==> src/rtl/chain_alu_pkg.sv <==
package chain_alu_pkg;

    localparam int unsigned DATA_W = 32;
    localparam int unsigned OP_W   = 4;

    typedef enum logic [OP_W-1:0] {
        OP_ADD     = 4'd0,
        OP_ADDC    = 4'd1,
        OP_SUB     = 4'd2,
        OP_SUBB    = 4'd3,
        OP_AND     = 4'd4,
        OP_OR      = 4'd5,
        OP_XOR     = 4'd6,
        OP_NOR     = 4'd7,
        OP_SHL     = 4'd8,
        OP_SHR     = 4'd9,
        OP_SAR     = 4'd10,
        OP_MULU_LO = 4'd11,
        OP_MULU_HI = 4'd12,
        OP_MULS_LO = 4'd13,
        OP_MULS_HI = 4'd14,
        OP_RSVD    = 4'd15
    } alu_op_e;

    typedef enum logic [2:0] {
        UNIT_ARITH,
        UNIT_LOGIC,
        UNIT_SHIFT,
        UNIT_MUL,
        UNIT_NONE
    } alu_unit_e;

    typedef enum logic [1:0] {
        LF_AND = 2'd0,
        LF_OR  = 2'd1,
        LF_XOR = 2'd2,
        LF_NOR = 2'd3
    } logic_fn_e;

    typedef enum logic [1:0] {
        SH_LEFT  = 2'd0,
        SH_RIGHT = 2'd1,
        SH_ARITH = 2'd2
    } shift_fn_e;

    typedef struct packed {
        alu_unit_e unit;
        logic      invert_b;
        logic      use_cin;
        logic_fn_e logic_fn;
        shift_fn_e shift_fn;
        logic      mul_signed;
        logic      mul_high;
        logic      illegal;
    } alu_ctrl_t;

    typedef struct packed {
        logic carry;
        logic zero;
        logic neg;
    } alu_flags_t;

    function automatic alu_ctrl_t decode_op(alu_op_e op);
        alu_ctrl_t c;
        c = '{unit: UNIT_NONE, invert_b: 1'b0, use_cin: 1'b0,
              logic_fn: LF_AND, shift_fn: SH_LEFT,
              mul_signed: 1'b0, mul_high: 1'b0, illegal: 1'b0};
        case (op)
            OP_ADD:     c.unit = UNIT_ARITH;
            OP_ADDC:    begin c.unit = UNIT_ARITH; c.use_cin = 1'b1; end
            OP_SUB:     begin c.unit = UNIT_ARITH; c.invert_b = 1'b1; end
            OP_SUBB:    begin c.unit = UNIT_ARITH; c.invert_b = 1'b1; c.use_cin = 1'b1; end
            OP_AND:     begin c.unit = UNIT_LOGIC; c.logic_fn = LF_AND; end
            OP_OR:      begin c.unit = UNIT_LOGIC; c.logic_fn = LF_OR;  end
            OP_XOR:     begin c.unit = UNIT_LOGIC; c.logic_fn = LF_XOR; end
            OP_NOR:     begin c.unit = UNIT_LOGIC; c.logic_fn = LF_NOR; end
            OP_SHL:     begin c.unit = UNIT_SHIFT; c.shift_fn = SH_LEFT;  end
            OP_SHR:     begin c.unit = UNIT_SHIFT; c.shift_fn = SH_RIGHT; end
            OP_SAR:     begin c.unit = UNIT_SHIFT; c.shift_fn = SH_ARITH; end
            OP_MULU_LO: c.unit = UNIT_MUL;
            OP_MULU_HI: begin c.unit = UNIT_MUL; c.mul_high = 1'b1; end
            OP_MULS_LO: begin c.unit = UNIT_MUL; c.mul_signed = 1'b1; end
            OP_MULS_HI: begin c.unit = UNIT_MUL; c.mul_signed = 1'b1; c.mul_high = 1'b1; end
            default:    c.illegal = 1'b1;
        endcase
        return c;
    endfunction

endpackage

==> src/rtl/alu_addsub.sv <==
module alu_addsub #(
    parameter int unsigned W = 32
) (
    input  logic [W-1:0] opa,
    input  logic [W-1:0] opb,
    input  logic         invert_b,
    input  logic         cin_bit,
    output logic [W-1:0] sum,
    output logic         cout
);
    logic [W-1:0] b_eff;
    logic [W:0]   total;

    assign b_eff = invert_b ? ~opb : opb;
    assign total = {1'b0, opa} + {1'b0, b_eff} + {{W{1'b0}}, cin_bit};
    assign sum   = total[W-1:0];
    assign cout  = total[W];
endmodule

==> src/rtl/alu_bitwise.sv <==
module alu_bitwise
    import chain_alu_pkg::*;
#(
    parameter int unsigned W = 32
) (
    input  logic [W-1:0] opa,
    input  logic [W-1:0] opb,
    input  logic_fn_e    fn,
    output logic [W-1:0] res
);
    always_comb begin
        case (fn)
            LF_AND:  res = opa & opb;
            LF_OR:   res = opa | opb;
            LF_XOR:  res = opa ^ opb;
            default: res = ~(opa | opb);
        endcase
    end
endmodule

==> src/rtl/alu_shifter.sv <==
module alu_shifter
    import chain_alu_pkg::*;
#(
    parameter int unsigned W = 32,
    localparam int unsigned SH_W = $clog2(W)
) (
    input  logic [W-1:0]    val,
    input  logic [SH_W-1:0] amt,
    input  shift_fn_e       fn,
    output logic [W-1:0]    res
);
    logic          go_left;
    logic          fill;
    logic [W-1:0]  rev_in;
    logic [W-1:0]  src;
    logic [W-1:0]  stage [0:SH_W];
    logic [W-1:0]  rev_out;

    assign go_left = (fn == SH_LEFT);
    assign fill    = (fn == SH_ARITH) & val[W-1];

    // A left shift is a right shift on the bit-reversed word
    for (genvar j = 0; j < W; j++) begin : g_rev
        assign rev_in[j]  = val[W-1-j];
        assign rev_out[j] = stage[SH_W][W-1-j];
    end

    assign src      = go_left ? rev_in : val;
    assign stage[0] = src;

    for (genvar i = 0; i < SH_W; i++) begin : g_stage
        localparam int unsigned D = 1 << i;
        assign stage[i+1] = amt[i] ? {{D{fill}}, stage[i][W-1:D]} : stage[i];
    end

    assign res = go_left ? rev_out : stage[SH_W];
endmodule

==> src/rtl/alu_multiplier.sv <==
module alu_multiplier #(
    parameter int unsigned W = 32,
    localparam int unsigned PW = 2 * W
) (
    input  logic [W-1:0] opa,
    input  logic [W-1:0] opb,
    input  logic         is_signed,
    input  logic         take_high,
    output logic [W-1:0] res
);
    logic          ext_a;
    logic          ext_b;
    logic [PW-1:0] wide_a;
    logic [PW-1:0] wide_b;
    logic [PW-1:0] prod;

    // Sign or zero extension to the product width; one array serves both forms
    assign ext_a  = is_signed & opa[W-1];
    assign ext_b  = is_signed & opb[W-1];
    assign wide_a = {{W{ext_a}}, opa};
    assign wide_b = {{W{ext_b}}, opb};
    assign prod   = wide_a * wide_b;
    assign res    = take_high ? prod[PW-1:W] : prod[W-1:0];
endmodule

==> src/rtl/chain_alu.sv <==
module chain_alu
    import chain_alu_pkg::*;
#(
    parameter int unsigned W = DATA_W,
    localparam int unsigned SH_W = $clog2(W)
) (
    input  logic [OP_W-1:0] op_sel,
    input  logic [W-1:0]    src_a,
    input  logic [W-1:0]    src_b,
    input  logic            carry_in,
    output logic [W-1:0]    result,
    output logic            carry_out,
    output logic            zero,
    output logic            negative,
    output logic            bad_op
);
    alu_ctrl_t  ctrl;
    alu_flags_t flags;
    logic [W-1:0] arith_res;
    logic [W-1:0] logic_res;
    logic [W-1:0] shift_res;
    logic [W-1:0] mul_res;
    logic         arith_cout;
    logic         cin_bit;

    assign ctrl    = decode_op(alu_op_e'(op_sel));
    // Subtraction adds NOT b plus one, less one more when a borrow comes in
    assign cin_bit = ctrl.use_cin ? (carry_in ^ ctrl.invert_b) : ctrl.invert_b;

    alu_addsub #(.W(W)) u_addsub (
        .opa      (src_a),
        .opb      (src_b),
        .invert_b (ctrl.invert_b),
        .cin_bit  (cin_bit),
        .sum      (arith_res),
        .cout     (arith_cout)
    );

    alu_bitwise #(.W(W)) u_bitwise (
        .opa (src_a),
        .opb (src_b),
        .fn  (ctrl.logic_fn),
        .res (logic_res)
    );

    alu_shifter #(.W(W)) u_shifter (
        .val (src_a),
        .amt (src_b[SH_W-1:0]),
        .fn  (ctrl.shift_fn),
        .res (shift_res)
    );

    alu_multiplier #(.W(W)) u_mult (
        .opa       (src_a),
        .opb       (src_b),
        .is_signed (ctrl.mul_signed),
        .take_high (ctrl.mul_high),
        .res       (mul_res)
    );

    always_comb begin
        case (ctrl.unit)
            UNIT_ARITH: result = arith_res;
            UNIT_LOGIC: result = logic_res;
            UNIT_SHIFT: result = shift_res;
            UNIT_MUL:   result = mul_res;
            default:    result = '0;
        endcase
    end

    assign flags.carry = (ctrl.unit == UNIT_ARITH) & arith_cout;
    assign flags.zero  = ~|result;
    assign flags.neg   = result[W-1];

    assign carry_out = flags.carry;
    assign zero      = flags.zero;
    assign negative  = flags.neg;
    assign bad_op    = ctrl.illegal;
endmodule

==> config.mk <==
export PLATFORM = sky130hd
export DESIGN_NAME = chain_alu
export DESIGN_NICKNAME = d
export VERILOG_FILES = /design/src/rtl/chain_alu_pkg.sv /design/src/rtl/alu_addsub.sv /design/src/rtl/alu_bitwise.sv /design/src/rtl/alu_shifter.sv /design/src/rtl/alu_multiplier.sv /design/src/rtl/chain_alu.sv
export SDC_FILE = /design/constraint.sdc
export NUM_CORES = 2
export LEC_CHECK = 0
export BUFFER_PORTS_ARGS = -buffer_cell sky130_fd_sc_hd__clkbuf_2
export CAP_MARGIN = 15
export CORE_ASPECT_RATIO = 1.5
export CORE_MARGIN = 2
export CORE_UTILIZATION = 50
export DETAILED_ROUTE_END_ITERATION = 16
export PLACE_DENSITY_LB_ADDON = 0.08
export SYNTH_ARGS = -nofsm -noshare
export SYNTH_HDL_FRONTEND = slang
export SYNTH_SLANG_ARGS = --single-unit
==> constraint.sdc <==
create_clock -name vclk -period 10.8
set_clock_uncertainty 0.15 [all_clocks]
set_input_delay 1.08 -clock vclk [all_inputs]
set_output_delay 1.08 -clock vclk [all_outputs]
set_load 0.1 [all_outputs]
==> impl_metrics.yaml <==
timing:
  clock.fmax_mhz: 90.5
  grt_setup_unrepaired: "yes"
  finalSetupViolations: 1
  finalHoldViolations: 0
  tightest_slew_ns: 1.39
  period_needed_ns: 11.05
  slew_viol_final: 0
  final.setup.tns_ns: -0.247
  hold_slack_ns: 2.76
  period_share: 1.02
  layout_setup_ws_ns: -0.247
  max_slew_margin: 0.0764
placement:
  routabilityCongestion: 1.09
  place_ws_ns: -0.659
  hpwl_mm: 184
  port_buffers: 105
  dp.cells: 7349
detailed_routing:
  drtIter0Drc: 4072
  drc: 0
  firstDrtPassIters: 6
  wl_per_cell_um: 29.1
  vias_per_cell: 5.91
  num_vias: 43600
  wl_mm: 215
  ant_nets: 0
synth:
  yosysUniqueCellTypes: 85
  synth_area_um2: 46000
  seq_area_frac_synth: 0
  syn_avg_cell_area_um2: 8.30
  synth.most_common_cell: "inv_1"
  syn_nets: 7052
  synth.largest_area_cell: "fa_1"
  synth_commonest_cells: "inv_1, fa_1, nand2_1"
  synth_area_leaders: "fa_1, inv_1, ha_1"
  yosys_warnings: 0
  synth_top_area_frac: 0.490
  syn_inst: 5549
worst_setup_path:
  worst_path_most_repeated_cell: "fa_1"
  cp_num_buf_inv: 10
  start_kind: "input pin"
  critPathCaptureType: "output port"
  cp_slowest_cell: "fa_2"
  worst-path-max-fanout: 8
  crit_family: "adder cells"
  worstPathArrival_ns: 9.82
  cp.required_ns: 9.57
  worstSetupPathType: "in -> out"
  max_stage_delay_ns: 0.62
floorplan:
  io_pins: 105
  die_h_um: 376
  coreArea_um2: 91500
  dieArea_um2: 94600
  initial_core_util: 0.503
  rows: 136
  fp.dieW_um: 252
min_path:
  worstHoldPathType: "in -> out"
global_route:
  track_usage: 0.461
  grt_max_degree: 59
  grt-ovfl-total: 0
  grt_pass1_vias: 46600
  antenna_found_initial: 14
  grt_pass1_wl_mm: 310
job:
  cap_violations: 0
layout:
  fillers: 8267
  regArea_um2: 0
  final_cells: 7389
  areaGrowthSynthToFinish_pct: 22.1
  num-clock-buffers: 0
  final_nets: 7716
  multiInputGateArea_um2: 40800
  drive_above_1_share: 0.194
  seq_cells: 0
clock_network:
  cts_hold_buf: 0
status:
  violations: "negative setup slack"
  status: "finished, violations left"
## logic make-up (layout without fill, tap and decap cells)
group,after synthesis,in the layout,share of synthesized area
simple gates,1640,1640,0.149
buf+inv,1601,2263,0.131
fa+ha+maj,1434,1434,0.573
compound gates,658,658,0.0946
xor+xnor,112,112,0.0215
mux,104,104,0.0304
other cells,0,5,0
## per-stage QoR
step,instance area (um2),utilization
3_5_place_dp,55200,0.603
4_1_cts,55800,0.609
5_1_grt,56200,0.614
6_report,56200,0.614
3_3_place_gp,55200,0.603
2_1_floorplan,46400,-
## placed cells by master, fill, tap and decap left out, types with 12 or more instances in the layout
cell      netlist  routed
o211ai_1       39      39
inv_1        1242    1228
or3_1          13      12
o21ai_0       145     133
nor2_1        453     447
a21oi_1       165     150
nor3_1         44      35
mux2_2         17      17
nor4_1         26      12
buf_12          0     140
a211oi_1       40      33
buf_4           1     765
xnor2_1        89      87
mux4_2         27      27
nand2b_1       24      23
nand2_1       894     889
clkbuf_2        0      66
nor2b_1        19      17
ha_1          307     294
a21o_1         29      29
nand3_1        40      39
o221ai_1       14      12
and2_1         23      21
a22oi_1        13      13
buf_6           1      18
clkinv_1       22      21
nand4_1        41      41
xor2_1         22      21
a31oi_1        18      13
a221oi_1       18      16
o21a_1         19      19
fa_1         1127    1117
mux2i_1        60      59
inv_2           5      15
o22ai_1        26      26
a21oi_2         0      13
## worst paths after layout
kind,endpoint,start,cells past startpoint
max,zero,op_sel[0],33
min,bad_op,op_sel[3],5
## cell type report
cell class	count	area share
inverters	1269	0.0850
multi-input cells	3948	0.726
repair buffers	994	0.162
well taps	1173	0.0261
diodes	5	0.000223
## per-layer routing
metal / track usage / wire length [um]
met5: 0 / 81
met4: 0.445 / 26800
met3: 0.0935 / 17800
met2: 0.748 / 99900
met1: 0.498 / 70000
## repair_timing
action / in CTS / in global routing
setup buffers: 24 / 9
resized for setup: 87 / 66
pin swaps: 59 / 42
endpoints found under the hold margin: 0 / 0
setup endpoints to repair: 7 / 8
Power is not shown: default switching activity piles up to over one toggle a cycle in this logic, so the estimate is an artifact.
